`src/rtl/lcd_timer_pkg.sv`:
```
package lcd_timer_pkg;
  localparam int PS_W     = 4;
  localparam int DIV_W    = 4;
  localparam int DUTY_W   = 3;
  localparam int PON_W    = 3;
  localparam int DEAD_W   = 3;
  localparam int COM_W    = 3;
  localparam int DIV_BASE = 16;
  localparam int UC_W     = (1 << PS_W) - 1;
  localparam int SC_W     = $clog2(DIV_BASE + (1 << DIV_W));

  typedef struct packed {
    logic [PS_W-1:0]   ps;
    logic [DIV_W-1:0]  div;
    logic [DUTY_W-1:0] duty;
    logic [PON_W-1:0]  pon;
    logic              hd;
    logic [DEAD_W-1:0] dead;
  } cfg_t;

  function automatic logic [COM_W:0] phase_count(input logic [DUTY_W-1:0] d);
    case (d)
      3'd0:    phase_count = (COM_W+1)'(1);
      3'd1:    phase_count = (COM_W+1)'(2);
      3'd2:    phase_count = (COM_W+1)'(3);
      3'd3:    phase_count = (COM_W+1)'(4);
      default: phase_count = (COM_W+1)'(8);
    endcase
  endfunction
endpackage

```
`src/rtl/lcd_cfg_shadow.sv`:
```
module lcd_cfg_shadow
  import lcd_timer_pkg::*;
(
  input  logic clk_i,
  input  logic rst_ni,
  input  logic load_i,
  input  cfg_t cfg_i,
  output cfg_t cfg_o,
  output logic sync_o
);
  cfg_t cfg_q;

  always_ff @(posedge clk_i or negedge rst_ni) begin
    if (!rst_ni)     cfg_q <= '0;
    else if (load_i) cfg_q <= cfg_i;
  end

  assign cfg_o  = cfg_q;
  assign sync_o = (cfg_q == cfg_i);
endmodule

```
`src/rtl/lcd_prescaler.sv`:
```
module lcd_prescaler
  import lcd_timer_pkg::*;
(
  input  logic             clk_i,
  input  logic             rst_ni,
  input  logic             clr_i,
  input  logic             run_i,
  input  logic [PS_W-1:0]  ps_i,
  input  logic [DIV_W-1:0] div_i,
  output logic [SC_W-1:0]  step_o,
  output logic             phase_start_o,
  output logic             phase_end_o
);
  logic [UC_W-1:0] uc_q;
  logic [SC_W-1:0] sc_q;
  logic [UC_W:0]   unit_span;
  logic [UC_W:0]   unit_span_m1;
  logic [UC_W-1:0] unit_last;
  logic [SC_W-1:0] step_last;
  logic            unit_end;

  always_comb begin
    unit_span    = (UC_W+1)'(1) << ps_i;
    unit_span_m1 = unit_span - 1'b1;
    unit_last    = unit_span_m1[UC_W-1:0];
    step_last    = SC_W'(DIV_BASE) + SC_W'(div_i) - 1'b1;
  end

  assign unit_end      = (uc_q == unit_last);
  assign phase_end_o   = run_i && unit_end && (sc_q == step_last);
  assign phase_start_o = run_i && (uc_q == '0) && (sc_q == '0);
  assign step_o        = sc_q;

  always_ff @(posedge clk_i or negedge rst_ni) begin
    if (!rst_ni) begin
      uc_q <= '0;
      sc_q <= '0;
    end else if (clr_i) begin
      uc_q <= '0;
      sc_q <= '0;
    end else if (run_i) begin
      uc_q <= unit_end ? '0 : uc_q + 1'b1;
      if (unit_end) sc_q <= (sc_q == step_last) ? '0 : sc_q + 1'b1;
    end
  end
endmodule

```
`src/rtl/lcd_phase_seq.sv`:
```
module lcd_phase_seq
  import lcd_timer_pkg::*;
(
  input  logic              clk_i,
  input  logic              rst_ni,
  input  logic              clr_i,
  input  logic              phase_end_i,
  input  logic [DUTY_W-1:0] duty_i,
  input  logic [DEAD_W-1:0] dead_i,
  output logic [COM_W-1:0]  com_idx_o,
  output logic              in_dead_o,
  output logic              frame_end_o
);
  logic [COM_W-1:0]  com_q;
  logic [DEAD_W-1:0] dc_q;
  logic              dead_q;
  logic [COM_W:0]    n_phases;
  logic [COM_W:0]    n_m1;
  logic [COM_W-1:0]  last_com;
  logic [DEAD_W-1:0] last_dead;
  logic              com_done;
  logic              dead_done;

  always_comb begin
    n_phases  = phase_count(duty_i);
    n_m1      = n_phases - 1'b1;
    last_com  = n_m1[COM_W-1:0];
    last_dead = dead_i - 1'b1;
  end

  assign com_done    = !dead_q && (com_q == last_com);
  assign dead_done   = dead_q && (dc_q == last_dead);
  assign frame_end_o = phase_end_i && ((com_done && (dead_i == '0)) || dead_done);

  always_ff @(posedge clk_i or negedge rst_ni) begin
    if (!rst_ni) begin
      com_q  <= '0;
      dc_q   <= '0;
      dead_q <= 1'b0;
    end else if (clr_i) begin
      com_q  <= '0;
      dc_q   <= '0;
      dead_q <= 1'b0;
    end else if (phase_end_i) begin
      if (dead_q) begin
        if (dead_done) begin
          dead_q <= 1'b0;
          com_q  <= '0;
          dc_q   <= '0;
        end else begin
          dc_q <= dc_q + 1'b1;
        end
      end else if (com_done) begin
        if (dead_i == '0) com_q <= '0;
        else begin
          dead_q <= 1'b1;
          dc_q   <= '0;
        end
      end else begin
        com_q <= com_q + 1'b1;
      end
    end
  end

  assign com_idx_o = com_q;
  assign in_dead_o = dead_q;
endmodule

```
`src/rtl/lcd_drive_pulse.sv`:
```
module lcd_drive_pulse
  import lcd_timer_pkg::*;
(
  input  logic             run_i,
  input  logic             in_dead_i,
  input  logic [SC_W-1:0]  step_i,
  input  logic [PON_W-1:0] pon_i,
  input  logic             hd_i,
  input  logic [DIV_W-1:0] div_i,
  output logic             drive_o
);
  logic [SC_W-1:0] half_steps;
  logic [SC_W-1:0] pon_ext;
  logic [SC_W-1:0] pon_eff;

  always_comb begin
    half_steps = (SC_W'(DIV_BASE) + SC_W'(div_i)) >> 1;
    pon_ext    = SC_W'(pon_i);
    pon_eff    = (pon_ext < half_steps) ? pon_ext : half_steps;
    drive_o    = run_i && !in_dead_i && (hd_i || (step_i < pon_eff));
  end
endmodule

```
`src/rtl/lcd_frame_timer.sv`:
```
module lcd_frame_timer
  import lcd_timer_pkg::*;
(
  input  logic              clk_i,
  input  logic              rst_ni,
  input  logic              en_i,
  input  logic [PS_W-1:0]   ps_i,
  input  logic [DIV_W-1:0]  div_i,
  input  logic [DUTY_W-1:0] duty_i,
  input  logic [PON_W-1:0]  pon_i,
  input  logic              hd_i,
  input  logic [DEAD_W-1:0] dead_i,
  output logic              phase_stb_o,
  output logic              frame_stb_o,
  output logic [COM_W-1:0]  com_idx_o,
  output logic              drive_o,
  output logic              dead_o,
  output logic              sync_o
);
  cfg_t            cfg_live;
  cfg_t            cfg_q;
  logic            run_q;
  logic            clr;
  logic            load;
  logic            frame_end;
  logic            phase_start;
  logic            phase_end;
  logic            in_dead;
  logic [SC_W-1:0] step;
  logic [COM_W-1:0] com_idx;

  assign cfg_live = '{ps: ps_i, div: div_i, duty: duty_i, pon: pon_i, hd: hd_i, dead: dead_i};

  always_ff @(posedge clk_i or negedge rst_ni) begin
    if (!rst_ni) run_q <= 1'b0;
    else         run_q <= en_i;
  end

  assign clr  = !en_i;
  // settings are captured while idle and once per frame boundary
  assign load = !run_q || frame_end;

  lcd_cfg_shadow u_shadow (
    .clk_i  (clk_i),
    .rst_ni (rst_ni),
    .load_i (load),
    .cfg_i  (cfg_live),
    .cfg_o  (cfg_q),
    .sync_o (sync_o)
  );

  lcd_prescaler u_presc (
    .clk_i         (clk_i),
    .rst_ni        (rst_ni),
    .clr_i         (clr),
    .run_i         (run_q),
    .ps_i          (cfg_q.ps),
    .div_i         (cfg_q.div),
    .step_o        (step),
    .phase_start_o (phase_start),
    .phase_end_o   (phase_end)
  );

  lcd_phase_seq u_seq (
    .clk_i       (clk_i),
    .rst_ni      (rst_ni),
    .clr_i       (clr),
    .phase_end_i (phase_end),
    .duty_i      (cfg_q.duty),
    .dead_i      (cfg_q.dead),
    .com_idx_o   (com_idx),
    .in_dead_o   (in_dead),
    .frame_end_o (frame_end)
  );

  lcd_drive_pulse u_drive (
    .run_i     (run_q),
    .in_dead_i (in_dead),
    .step_i    (step),
    .pon_i     (cfg_q.pon),
    .hd_i      (cfg_q.hd),
    .div_i     (cfg_q.div),
    .drive_o   (drive_o)
  );

  assign phase_stb_o = phase_start && !in_dead;
  assign frame_stb_o = phase_stb_o && (com_idx == '0);
  assign dead_o      = run_q && in_dead;
  assign com_idx_o   = com_idx;
endmodule

```
`config.mk`:
```
export PLATFORM = sky130hd
export DESIGN_NAME = lcd_frame_timer
export DESIGN_NICKNAME = d
export VERILOG_FILES = /design/src/rtl/lcd_timer_pkg.sv /design/src/rtl/lcd_cfg_shadow.sv /design/src/rtl/lcd_prescaler.sv /design/src/rtl/lcd_phase_seq.sv /design/src/rtl/lcd_drive_pulse.sv /design/src/rtl/lcd_frame_timer.sv
export SDC_FILE = /design/constraint.sdc
export NUM_CORES = 1
export LEC_CHECK = 0
export ABC_CLOCK_PERIOD_IN_PS = 6700
export CORE_MARGIN = 4
export CORE_UTILIZATION = 40
export CTS_CLUSTER_DIAMETER = 150
export DETAILED_ROUTE_END_ITERATION = 16
export SLEW_MARGIN = 0
export SYNTH_ARGS = -nofsm -noshare
export SYNTH_HDL_FRONTEND = slang
export SYNTH_SLANG_ARGS = --single-unit
```
`constraint.sdc`:
```
create_clock -name clk_i -period 6.7 [get_ports clk_i]
set_input_delay 1.34 -clock clk_i [delete_from_list [all_inputs] [get_ports clk_i]]
set_output_delay 1.34 -clock clk_i [all_outputs]
set_load 0.01 [all_outputs]
```
# Word-level counts from Yosys, hierarchy flattened
# Cells that the tools add are included.
# totals
reg_bits,46
input_bits,21
# op_classes
add_sub_neg,9
n_lt_le_gt_ge,2
eq_ne,15
shift,1
mux,27
n_reduce_logical,26
# op_table
cell,n
15-bit 2-to-1 mux,3
3-bit 2-to-1 mux,12
5-bit 2-to-1 mux,4
18-bit equality test,1
"15-bit by 1-bit adder with 15-bit output, second input constant",1
15-bit equality test,1
15-bit logical NOT,1
"1-bit by 4-bit left shift with 15-bit output, first input constant",1
"15-bit by 1-bit subtractor with 15-bit output, second input constant",1
1-bit logical AND,13
3-bit case mux with 4 select lines,1
3-bit logical NOT,3
"3-bit by 1-bit adder with 3-bit output, second input constant",2
"3-bit by 2-bit equality test with 1-bit output, second input constant",2
3-bit equality test,2
1-bit 2-to-1 mux,6
"2-bit by 1-bit != test with 1-bit output, second input constant",3
3-bit AND reduction,2
"3-bit by 1-bit subtractor with 3-bit output, second input constant",2
"5-bit by 1-bit adder with 5-bit output, second input constant",1
"5-bit by 4-bit adder with 5-bit output, first input constant",1
5-bit equality test,1
5-bit logical NOT,1
5-bit less-than comparator,1
11 further kinds,14

# Logic depth before layout (Yosys ltp)
# Gate-level depths: netlist of run 1.
# depth
depth_word,9
mapped_depth,17
ltp_nobuf,10

# Hierarchy
# A second synthesis of run 1 with hierarchy kept.
# hier_totals
cells_unflattened,375
area_unflattened_um2,3543.4
# by_module_without_submodules
mod,instances,cells_per_inst,area_each_um2,seq_area_each_um2
lcd_prescaler,1,227,1880.6,500.5
lcd_cfg_shadow,1,62,863.3,450.4
lcd_phase_seq,1,70,638.1,175.2
lcd_drive_pulse,1,10,81.3,0.0
lcd_frame_timer,1,6,80.1,25.0

# Worst setup path after synthesis of run 1
# OpenSTA, ideal clock, no wires.
# synth_timing
kind,reg2reg
start,"register, netlist name u_shadow.cfg_o[17]"
end,register u_seq.dc_q[0]
setup_time_ps,125
arrival_ps,3844
t_required_ps,6575
path_slack_ps,2731
stages_incl_launch_ff,17
cell_sequence,dfrtp_1 > buf_6 > buf_8 > buf_8 > clkbuf_1 > or4_1 > ha_1 > buf_2 > buf_4 > o2111a_1 > or2_2 > o211ai_2 > nand4_1 > or4b_4 > buf_6 > o31a_1 > mux2_2
# synth_between
elab_chain_cells,7
# synth_lines
item,line_no,rtl
1-bit by 4-bit left shift with 15-bit output,lcd_prescaler.sv:23,unit_span = (UC_W+1)'(1) << ps_i;
15-bit by 1-bit subtractor with 15-bit output,lcd_prescaler.sv:24,unit_span_m1 = unit_span - 1'b1;
15-bit equality test,lcd_prescaler.sv:29,assign unit_end = (uc_q == unit_last);
1-bit logical AND (2 in series),lcd_prescaler.sv:30,assign phase_end_o = run_i && unit_end && (sc_q == step_last);
2-bit by 1-bit != test with 1-bit output (no source line),--,
3-bit AND reduction (no source line),--,
end signal: assignment,lcd_phase_seq.sv:51,dc_q <= dc_q + 1'b1;
end: declaration,lcd_phase_seq.sv:15,logic [DEAD_W-1:0] dc_q;
# Every way passes these cells.
# A chain may end at the register's enable or synchronous reset.

# Worst setup path after layout of run 1
# layout_timing
start,"register, netlist name u_shadow.cfg_o[16]"
end,"register, netlist name u_shadow.cfg_o[14]"
# layout_between
elab_chain_cells,7
# layout_lines
item,line_no,rtl
1-bit by 4-bit left shift with 15-bit output,lcd_prescaler.sv:23,
15-bit by 1-bit subtractor with 15-bit output,lcd_prescaler.sv:24,
15-bit equality test,lcd_prescaler.sv:29,
1-bit logical AND (2 in series),lcd_prescaler.sv:30,
1-bit logical AND,lcd_phase_seq.sv:33,assign frame_end_o = phase_end_i && ((com_done && (dead_i == '0)) || dead_done);
1-bit logical OR,lcd_frame_timer.sv:41,assign load = !run_q || frame_end;
# Every way passes these cells.

==> summary.md, run 1 <==
| Metric | Value |
|---|---|
| P&R area growth vs syn | `10.5%` |
| Distinct cells, synth | `72` |
| Clock Path Buffers | `2` |
| Sequential share of the synthesized area | `0.310` |
| Total grt overflow | `0` |
| Fin crit period | `4.69 ns` |
| Critical path arrival | `4.88 ns` |
| Hold wc startpoint | `u_seq.dc_q[2]` |
| PostCTS Resize Cnt | `0` |
| Starting Density | `0.418` |
| FMAX | `roughly 0.21 GHz` |
| Setup violators final | `0` |
| Post-synth EDFFs | `0` |
| LEAKAGE | `1.63 nW` |
| Peak VDD IR | `0.0932 mV` |
| Net Sw Frac | `0.281` |
| Worst Reg-to-Reg Cells | `10` |
| Cts hold-fix bufs | `0` |
| Insertion delay to the later sink of the worst-skew pair | `~0.30 ns` |
| Synthesized area | `3720 sq um` |
| Residual DRC | `0` |
| Final period utilization | `0.700` |
| Placer congestion estimate | `roughly 0.81` |
| Die ar. | `10,900 sq um` |
| Commonest cells after routing, fill and taps aside | `dfrtp_1, clkdlybuf4s50_1, nand2_1, xor2_1` |
| Die Y | `~100 um` |
| Post-Syn Nets | `438` |
| Setup TNS | `0 ns` |
| Worst-margin pin slew | `1.15 ns` |
| Switching power total | `0.204 mW` |
| Max-slew headroom | `0.230` |
| Placed insts | `513` |
| Total GRT Usage | `0.161` |
| Antenna violations before repair | `0` |
| Via Count | `3,063` |
| Combinational share of power | `0.205` |
| # IOs | `29` |
| Startpoint types | `flip-flop` |
| Die width | `104 um` |
| Final slew viol count | `0` |
| Tightest Hold Check Type | `reg2reg` |
| CP Data Required Time | `6.89 ns` |
| R2R setup slack | `2.01 ns` |
| Most common cell after layout, fill and taps aside | `dfrtp_1` |
| TritonCTS clock tree | `yes` |
| Initial DRT Pass Iterations | `5` |
| Critical path type | `reg2reg` |
| Mapped Avg Cell Area | `~9 sq um` |
| N_diodes | `0` |
| Worst-path clk slew | `0.09 ns` |
| Count of final hold-check violations | `0` |
| Final WL | `roughly 8600 um` |
| Vias in the first global route | `between 2,000 and 3,000` |
| Yosys warning count | `0` |
| Via/cell ratio | `5.88` |
| Fraction of layout instances using a drive strength above 1 | `0.111` |
| Internal | `about 0.52 mW` |
| H-tree levels | `2` |
| Synth top area cells | `dfrtp_1, mux2_2, xor2_1, xnor2_1, ha_1` |
| Skew final | `between 0.007 and 0.008 ns` |
| Largest net degree at the start of global routing | `between 40 and 50` |
| Asr flop ratio synth | `1.00` |
| Run status | `finished clean` |
| Layout Cells excl Fill | `around 520` |
| Clk Tree Root Cell | `clkbuf_8` |
| Hold endpoint | `u_seq.dc_q[2]` |
| Share of the synthesized area in the top cell type | `0.310` |
| Max_cap viols | `0` |
| Final layout net count | `446` |
| Buffers on Ports | `28` |
| Final hold slack | `~0.55 ns` |
| FF-to-FF End | `u_shadow.cfg_o[14]` |
| Critical Path End Type | `flip-flop` |
| Seq pwr share | `0.439` |
| Primary FF master, synth | `dfrtp_1` |
| #FFs+latches synth | `46` |
| Hold depth | `1` |
| Avg WL per Cell | `approximately 16 um` |
| Clk pwr share | `0.357` |
| RSZ-0062 raised after global routing | `false` |
| HPWL after DPL | `6070 um` |
| CP max FO | `31` |
| Final ANT Viol Nets | `0` |
| Row cnt | `34` |
| # Post-CTS Setup Buffers | `0` |
| Synth area leader | `dfrtp_1` |
| Gate Count Post-Synth | `404` |
| P per Cell Area | `177 nW/um^2` |
| FF-to-FF Start | `u_shadow.cfg_o[16]` |
| Clk sinks | `46` |
| First-pass GRT wire length | `14,600 um` |
| Core Region | `8890 sq um` |
| CTS Buf Count | `5` |
| 1st-iter DRT viols | `172` |
==> state kept, by name, summed over array words and instances, names as in the netlist <==
signal and count:
run_q 1, u_seq.dc_q 3, u_shadow.cfg_o 18, u_seq.in_dead_o 1, u_presc.uc_q 15, u_seq.com_idx_o 3
u_presc.step_o 5
==> power groups by stage <==
stage / sequential [mW] / combinational [mW] / clock [mW]
2_1_floorplan: 0.306 / 0.127 / 0
3_5_place_dp: 0.324 / 0.149 / 0
3_3_place_gp: 0.323 / 0.147 / 0
6_report: 0.319 / 0.149 / 0.259
5_1_grt: 0.323 / 0.166 / 0.275
4_1_cts: 0.319 / 0.150 / 0.262
==> worst max-delay path by stage <==
| stage | start | end | slack [ns] | cells after the start |
|---|---|---|---|---|
| 6_report | u_shadow.cfg_o[16] | u_shadow.cfg_o[14] | 2.01 | 10 |
| 5_1_grt | u_shadow.cfg_o[16] | u_shadow.cfg_o[5] | 1.54 | 10 |
| 4_1_cts | u_shadow.cfg_o[16] | u_shadow.cfg_o[16] | 2.03 | 10 |
| 3_5_place_dp | u_shadow.cfg_o[16] | u_shadow.cfg_o[8] | 2.05 | 10 |
| 3_3_place_gp | duty_i[2] | sync_o | 2.08 | 6 |
| 2_1_floorplan | u_shadow.cfg_o[17] | u_seq.dc_q[0] | 2.73 | 16 |
==> routing by layer <==
metal | vias up | share of wire | routed length, um | track usage
met2 | 58 | 0.48 | 4150 | 0.265
met1 | 1501 | 0.48 | 4090 | 0.222
met5 | - | 0 | 0 | 0
met4 | 0 | 0.010 | 86 | 0.0408
li1 | 1497 | - | - | -
met3 | 7 | 0.028 | 244 | 0.0230
==> metrics by stage <==
| stage | power, mW | utilization | setup WS [ns] | instance area, sq um |
|---|---|---|---|---|
| 4_1_cts | 0.731 | 0.462 | 2.03 | 4110 |
| 6_report | 0.727 | 0.462 | 2.01 | 4110 |
| 2_1_floorplan | 0.433 | - | 2.73 | 3720 |
| 3_5_place_dp | 0.473 | 0.446 | 2.05 | 3970 |
| 3_3_place_gp | 0.470 | 0.446 | 2.08 | 3970 |
| 5_1_grt | 0.764 | 0.462 | 1.54 | 4110 |
==> cell type report <==
| type | count | area, sq um |
|---|---|---|
| clock buffers | 6 | 82.6 |
| clock inverters | 2 | 60.1 |
| fillers | 848 | 4780 |
| inverters | 20 | 75.1 |
| multi-input cells | 308 | 2310 |
| flip-flops and latches | 46 | 1150 |
| well taps | 108 | 135 |
| repair buffers | 31 | 298 |
==> worst max-delay path, stage by stage (launching register included) <==
cell and delay, ns:
dfrtp_1 0.97, nor2_1 0.19, nand3b_1 0.15, ha_1 0.65, inv_1 0.19, o221a_2 0.29, o21bai_1 0.15, a2111oi_0 0.42
nand4_1 0.21, o41ai_4 0.94, mux2_2 0.42
==> Yosys cell counts, types with 3 or more instances <==
master	instances
nor4_1	10
xnor2_1	21
a31oi_1	3
nand3b_1	6
and2_1	5
nand3_1	21
nand2_1	24
nand4b_1	5
o221ai_1	4
nand4_1	14
or3_1	5
o311ai_0	3
or4_1	3
o31ai_1	3
dfrtp_1	46
mux2_2	19
ha_1	13
nor2_1	14
buf_6	5
inv_1	19
a21oi_1	8
and3_1	11
nand2b_1	8
a21o_1	3
nor3_1	11
buf_2	7
o21ai_0	16
xor2_1	24
nor4b_1	5
clkbuf_1	14
==> kinds of logic (layout without fill, tap and decap cells) <==
family	Yosys count	after routing	share of synthesized area
AO/OA/AOI/OAI	69	69	0.144
XOR/XNOR	45	45	0.106
adder cells (fa/ha/maj)	13	13	0.0437
buffers and inverters	50	59	0.0700
flip-flops	46	46	0.310
multiplexers	21	21	0.0629
AND/OR/NAND/NOR	160	160	0.264
Power figures use the tool's default switching activity.
==> run 2: changes to the inputs <==
Settings changed: ABC_CLOCK_PERIOD_IN_PS 6700 to 4500.
Clock period 6.7 ns to 4.5 ns, I/O delays scaled along.
==> run 2 against run 1 <==
Net effect:
- clock power up 24%
- first-iteration DRC count down 17%
- sequential power up 43%
- highest routed layer unchanged
- largest power group unchanged
- flip-flop and latch count unchanged
- clock skew up 0.0013 ns
- sequential share of layout area down 0.051 points
==> summary.md, run 2 (synthesis gave the netlist of run 1 again) <==
| Metric | Value |
|---|---|
| Met3 usage | `0.0211 (was 0.0230)` |
| Startpoint types | `flip-flop (unchanged)` |
| Buffers on Ports | `28 (unchanged)` |
| Starting Density | `0.418 (unchanged)` |
| Place WS | `0.779 ns (was 2.05 ns)` |
| Worst-path clk slew | `0.09 ns (about the same)` |
| Util after Layout | `0.463 (was 0.462)` |
| CTS Buf Count | `5 (unchanged)` |
| Antenna violations before repair | `0 (unchanged)` |
| Clk pwr share | `0.314 (was 0.357)` |
| Vias in the first global route | `2,927 (was 2,981)` |
| Final period utilization | `0.836 (was 0.700)` |
| Multi-input logic area | `2310 sq um (unchanged)` |
| Critical Path End Type | `flip-flop (unchanged)` |
| # IOs | `29 (unchanged)` |
| Setup violators final | `0 (unchanged)` |
| First-pass GRT wire length | `14,500 um (was 14,600 um)` |
| Combinational share of power | `0.238 (was 0.205)` |
| Fraction of layout instances using a drive strength above 1 | `0.122 (was 0.111)` |
| RSZ-0062 raised after global routing | `false (unchanged)` |
| Critical path arrival | `3.98 ns (was 4.88 ns)` |
| FMAX | `0.266 GHz (was 0.213 GHz)` |
| Residual DRC | `0 (unchanged)` |
| Final ANT Viol Nets | `0 (unchanged)` |
| Max_cap viols | `0 (unchanged)` |
| Max FFs per register | `18 (unchanged)` |
| Largest net degree at the start of global routing | `47 (unchanged)` |
| Crit path buf inv count | `0 (was 1)` |
| Count of final hold-check violations | `0 (unchanged)` |
| Fin area | `4120 sq um (was 4110 sq um)` |
| CP Data Required Time | `4.72 ns (was 6.89 ns)` |
| Worst-margin pin slew | `1.05 ns (was 1.15 ns)` |
| Core Region | `8890 sq um (unchanged)` |
| Die width | `104 um (unchanged)` |
| Initial DRT Pass Iterations | `4 (was 5)` |
| Setup TNS | `0 ns (unchanged)` |
| Worst path slowest cell | `or4b_4 (was dfrtp_1)` |
| Fillers | `858 (was 848)` |
| Total grt overflow | `0 (unchanged)` |
| Grt peak-use layer | `met2 (unchanged)` |
| Delay-heaviest family, CP | `simple AND/OR/NAND/NOR gates (was compound AO/OA/AOI/OAI gates)` |
| Max stage delay on crit path | `0.68 ns (was 0.97 ns)` |
| Net Sw Frac | `0.301 (was 0.281)` |
| Clock Path Buffers | `2 (unchanged)` |
| Run status | `finished clean (unchanged)` |
| Switching power total | `0.306 mW (was 0.204 mW)` |
| P per Cell Area | `247 nW/um^2 (was 177 nW/um^2)` |
| Met1 Usage GRT | `0.217 (was 0.222)` |
| R2R setup slack | `0.74 ns (was 2.01 ns)` |
| Avg WL per Cell | `16.1 um (was 16.4 um)` |
| Commonest cells after routing, fill and taps aside | `dfrtp_1, clkdlybuf4s50_1, nand2_1, xor2_1 (unchanged)` |
| Placed inst area | `4000 sq um (was 3970 sq um)` |
| Die ar. | `10,900 sq um (unchanged)` |
| Max-slew headroom | `0.301 (was 0.230)` |
| Clk sinks | `46 (unchanged)` |
| FF/Latch Area | `1150 sq um (unchanged)` |
| LEAKAGE | `1.64 nW (was 1.63 nW)` |
| # Post-CTS Setup Buffers | `0 (unchanged)` |
| Skew final | `0.00861 ns (was 0.00730 ns)` |
| 1st-iter DRT viols | `143 (was 172)` |
| TritonCTS clock tree | `yes (unchanged)` |
| N_diodes | `0 (unchanged)` |
| Total GRT Usage | `0.158 (was 0.161)` |
| Final layout net count | `451 (was 446)` |
| PostCTS Resize Cnt | `0 (unchanged)` |
| Tightest Hold Check Type | `reg2reg (unchanged)` |
| CP max FO | `23 (was 31)` |
| Worst Setup Slack, final | `0.737 ns (was 2.01 ns)` |
| Via/cell ratio | `5.92 (was 5.88)` |
| H-tree levels | `2 (unchanged)` |
| Via Count | `3,112 (was 3,063)` |
| Clk Tree Root Cell | `clkbuf_8 (unchanged)` |
| Critical Path, Cell by Cell | `or4_1, ha_1, xnor2_1, o311ai_0, a32oi_1, nand4bb_1, or4b_4, or4b_1, a21boi_0 (was nor2_1, nand3b_1, ha_1, inv_1, o221a_2, o21bai_1, a2111oi_0, nand4_1, o41ai_4, mux2_2)` |
| Met2 Track Usage GR | `0.266 (was 0.265)` |
| P&R area growth vs syn | `10.7% (was 10.5%)` |
| Critical path type | `reg2reg (unchanged)` |
| Most common cell after layout, fill and taps aside | `dfrtp_1 (unchanged)` |
| Final WL | `8490 um (was 8570 um)` |
| Seq pwr share | `0.448 (was 0.439)` |
| HPWL after DPL | `6070 um (about the same)` |
| Final slew viol count | `0 (unchanged)` |
| Internal | `0.712 mW (was 0.523 mW)` |
| Row cnt | `34 (unchanged)` |
| Insertion delay to the later sink of the worst-skew pair | `0.30 ns (about the same)` |
| Die Y | `104 um (unchanged)` |
| Fin crit period | `3.76 ns (was 4.69 ns)` |
| Peak VDD IR | `0.119 mV (was 0.0932 mV)` |
| Placer congestion estimate | `0.807 (was 0.814)` |
| Cts hold-fix bufs | `0 (unchanged)` |
| Total power | `1.02 mW (was 0.727 mW)` |
-- run 2: routing by layer --
layer  wire, um  part of all wire
met1       3970              0.47
met5          0                 0
met2       4100              0.48
met4         73            0.0086
met3        335             0.039
-- run 2: power by group through the flow --
stage | logic, mW | registers, mW | clock network, mW
final | 0.242 | 0.457 | 0.320
after global routing | 0.269 | 0.461 | 0.344
after CTS | 0.244 | 0.457 | 0.328
after detailed placement | 0.243 | 0.466 | 0
after global placement | 0.240 | 0.465 | 0
after floorplan | 0.189 | 0.456 | 0
-- run 2: area by class of cell --
type | instances | share of cell area
multi-input cells | 308 | 0.560
flip-flops and latches | 46 | 0.280
repair buffers | 36 | 0.0815
well taps | 108 | 0.0328
inverters | 20 | 0.0182
clock buffers | 5 | 0.0167
clock inverters | 3 | 0.0106
-- run 2: worst paths after layout --
path | startpoint | endpoint | depth (start not counted)
hold reg to reg | u_seq.dc_q[2] | u_seq.dc_q[2] | 1
max in group asynchronous | rst_ni | u_seq.in_dead_o | 1
min in group asynchronous | rst_ni | u_shadow.cfg_o[9] | 1
setup / recovery | u_shadow.cfg_o[17] | u_presc.step_o[2] | 9
setup reg to reg | u_shadow.cfg_o[17] | u_presc.step_o[2] | 9
hold / removal | u_seq.dc_q[2] | u_seq.dc_q[2] | 1
-- run 2: per-stage QoR --
step | std cells | hold WS (ns)
floorplan | 404 | 0.498
finish | 526 | 0.559
global route | 526 | 0.571
detailed placement | 518 | 0.537
CTS | 526 | 0.558
global placement | 518 | 0.531
==> run 3: changes to the inputs <==
Settings changed: ABC_CLOCK_PERIOD_IN_PS 4500 to 3400.
Clock period 4.5 ns to 3.4 ns, I/O delays scaled along.
==> run 3 against run 2 <==
Net effect:
- worst setup slack got worse by 0.73 ns
- flip-flop and latch count did not move
- clock power rose by 16%
- sequential power rose by 32%
- maximum frequency rose by 11%
- critical endpoint unchanged
- critical path depth rose by 1
- cell count rose by 4.9%
- largest cell class unchanged
- register-to-register slack got worse by 0.73 ns
- first-iteration DRC count fell by 17%
==> summary.md, run 3 (synthesis gave the netlist of run 1 again) <==
| Metric | Value |
|---|---|
| Clock Path Buffers | `2 (unchanged)` |
| Max stage delay on crit path | `0.55 ns (was 0.68 ns)` |
| Internal | `0.909 mW (was 0.712 mW)` |
| N_diodes | `0 (unchanged)` |
| Cts hold-fix bufs | `0 (unchanged)` |
| Avg WL per Cell | `16.3 um (was 16.1 um)` |
| Net Sw Frac | `0.323 (was 0.301)` |
| Worst-path clk slew | `0.10 ns (was 0.09 ns)` |
| Fin area | `4420 sq um (was 4120 sq um)` |
| Max FFs per register | `18 (unchanged)` |
| Final slew viol count | `0 (unchanged)` |
| Seq pwr share | `0.447 (was 0.448)` |
| Residual DRC | `0 (unchanged)` |
| CP Data Required Time | `3.65 ns (was 4.72 ns)` |
| Antenna violations before repair | `0 (unchanged)` |
| Die Y | `104 um (unchanged)` |
| Run status | `finished clean (unchanged)` |
| Critical path arrival | `3.65 ns (was 3.98 ns)` |
| Worst-margin pin slew | `1.03 ns (was 1.05 ns)` |
| Total grt overflow | `0 (unchanged)` |
| Largest net degree at the start of global routing | `47 (unchanged)` |
| CP max FO | `17 (was 23)` |
| Worst path slowest cell | `or4b_4 (unchanged)` |
| P per Cell Area | `304 nW/um^2 (was 247 nW/um^2)` |
| LEAKAGE | `1.82 nW (was 1.64 nW)` |
| First-pass GRT wire length | `15,600 um (was 14,500 um)` |
| Fillers | `847 (was 858)` |
| P&R area growth vs syn | `18.9% (was 10.7%)` |
| Final layout net count | `477 (was 451)` |
| Clk pwr share | `0.276 (was 0.314)` |
| Count of final hold-check violations | `0 (unchanged)` |
| Fin crit period | `3.40 ns (was 3.76 ns)` |
| TritonCTS clock tree | `yes (unchanged)` |
| Final period utilization | `0.999 (was 0.836)` |
| Peak VDD IR | `0.202 mV (was 0.119 mV)` |
| Die ar. | `10,900 sq um (unchanged)` |
| Max-slew headroom | `0.315 (was 0.301)` |
| Core Region | `8890 sq um (unchanged)` |
| Via/cell ratio | `5.67 (was 5.92)` |
| Fraction of layout instances using a drive strength above 1 | `0.205 (was 0.122)` |
| Final ANT Viol Nets | `0 (unchanged)` |
| Buffers on Ports | `28 (unchanged)` |
| Clk Tree Root Cell | `clkbuf_8 (unchanged)` |
| Total GRT Usage | `0.172 (was 0.158)` |
| Setup violators final | `0 (unchanged)` |
| Placer congestion estimate | `0.812 (was 0.807)` |
| HPWL after DPL | `6500 um (was 6070 um)` |
| Commonest cells after routing, fill and taps aside | `dfrtp_1, buf_4, clkdlybuf4s50_1 (was dfrtp_1, clkdlybuf4s50_1, nand2_1, xor2_1)` |
| 1st-iter DRT viols | `119 (was 143)` |
| H-tree levels | `2 (unchanged)` |
| CTS Buf Count | `5 (unchanged)` |
| Critical Path, Cell by Cell | `or4_4, ha_4, nand4bb_1, a211o_1, o211ai_2, nand4_1, buf_4, or4b_4, or4b_1, a21boi_1 (was or4_1, ha_1, xnor2_1, o311ai_0, a32oi_1, nand4bb_1, or4b_4, or4b_1, a21boi_0)` |
| Final WL | `9010 um (was 8490 um)` |
| Placed insts | `539 (was 518)` |
| Startpoint types | `flip-flop (unchanged)` |
| Initial DRT Pass Iterations | `4 (unchanged)` |
| Layout Cells excl Fill | `552 (was 526)` |
| Tightest Hold Check Type | `in2async (was reg2reg)` |
| Most common cell after layout, fill and taps aside | `dfrtp_1 (unchanged)` |
| Placed inst area | `4220 sq um (was 4000 sq um)` |
| # IOs | `29 (unchanged)` |
| Starting Density | `0.418 (unchanged)` |
| Max_cap viols | `0 (unchanged)` |
| Clk sinks | `46 (unchanged)` |
| Skew final | `0.00687 ns (was 0.00861 ns)` |
| Insertion delay to the later sink of the worst-skew pair | `0.31 ns (was 0.30 ns)` |
| Vias in the first global route | `3,141 (was 2,927)` |
| Critical Path End Type | `flip-flop (unchanged)` |
| Row cnt | `34 (unchanged)` |
| Switching power total | `0.434 mW (was 0.306 mW)` |
| Critical path type | `reg2reg (unchanged)` |
| Combinational share of power | `0.277 (was 0.238)` |
| Via Count | `3,128 (was 3,112)` |
| FMAX | `0.294 GHz (was 0.266 GHz)` |
| Die width | `104 um (unchanged)` |
| RSZ-0062 raised after global routing | `true (was false)` |
run 3: changes by cell type in the layout (fill, tap and decap cells not counted), moves of 2 or more:
cell / delta
nor3_2: +5
nor4_2: +2
buf_4: +25
o311ai_0: -2
mux2_4: +5
mux2_2: -5
nor3_1: -5
o311ai_1: +2
nor4_1: -2
run 3: what timing repair did:
item	in CTS	in global routing
buffers inserted	4	1
gates cloned	0	0
pin swaps	2	4
endpoints found under the setup margin	21	40
resized for setup	2	12
run 3: critical path: cells and delay by family (launching register included):
family	cells	cell delay [ns]
simple gates	5	2.00
compound gates	3	0.53
flops	1	0.39
fa+ha+maj	1	0.24
buf+inv	1	0.16
run 3: power groups by stage:
stage	sequential, mW	combinational, mW	clock [mW]
detailed placement	0.613	0.364	0
CTS	0.602	0.369	0.387
global route	0.605	0.413	0.416
floorplan	0.603	0.267	0
global placement	0.611	0.359	0
finish	0.601	0.372	0.370
run 3: final timing paths:
kind                       slack, ns  cells past startpoint                end                from
min in group clk_i              0.55                      1      u_seq.dc_q[2]       u_seq.dc_q[2]
max in group asynchronous       2.23                      1    u_presc.uc_q[8]              rst_ni
setup / recovery               0.002                     10  u_presc.step_o[2]  u_shadow.cfg_o[15]
hold / removal                  0.54                      1  u_shadow.cfg_o[8]              rst_ni
setup reg to reg               0.002                     10  u_presc.step_o[2]  u_shadow.cfg_o[15]
hold reg to reg                 0.55                      1      u_seq.dc_q[2]       u_seq.dc_q[2]
run 3: metal layers:
layer	share of wire	up-vias	global-route usage	wire, um
li1	-	1574	-	-
met1	0.47	1496	0.227	4200
met2	0.49	50	0.287	4430
met3	0.031	8	0.0329	283
met4	0.010	0	0.0427	94
met5	0	-	0	0
run 3: layout make-up:
class                   instances  area (sq um)  area share
repair buffers                 62           543       0.123
clock inverters                 3          28.8     0.00651
well taps                     108           135      0.0306
inverters                      20          75.1      0.0170
multi-input cells             308          2420       0.547
clock buffers                   5          68.8      0.0156
flip-flops and latches         46          1150       0.260
run 3: stage by stage:
step	total power, mW	hold slack, ns	utilization	TNS (ns)	setup slack, ns
2_1_floorplan	0.871	0.384	-	-7.09	-0.304
3_3_place_gp	0.970	0.528	0.475	0	0.0133
3_5_place_dp	0.977	0.527	0.475	-0.541	-0.113
4_1_cts	1.36	0.550	0.490	-0.0394	-0.0242
5_1_grt	1.43	0.593	0.497	-0.602	-0.116
6_report	1.34	0.537	0.497	0	0.00188
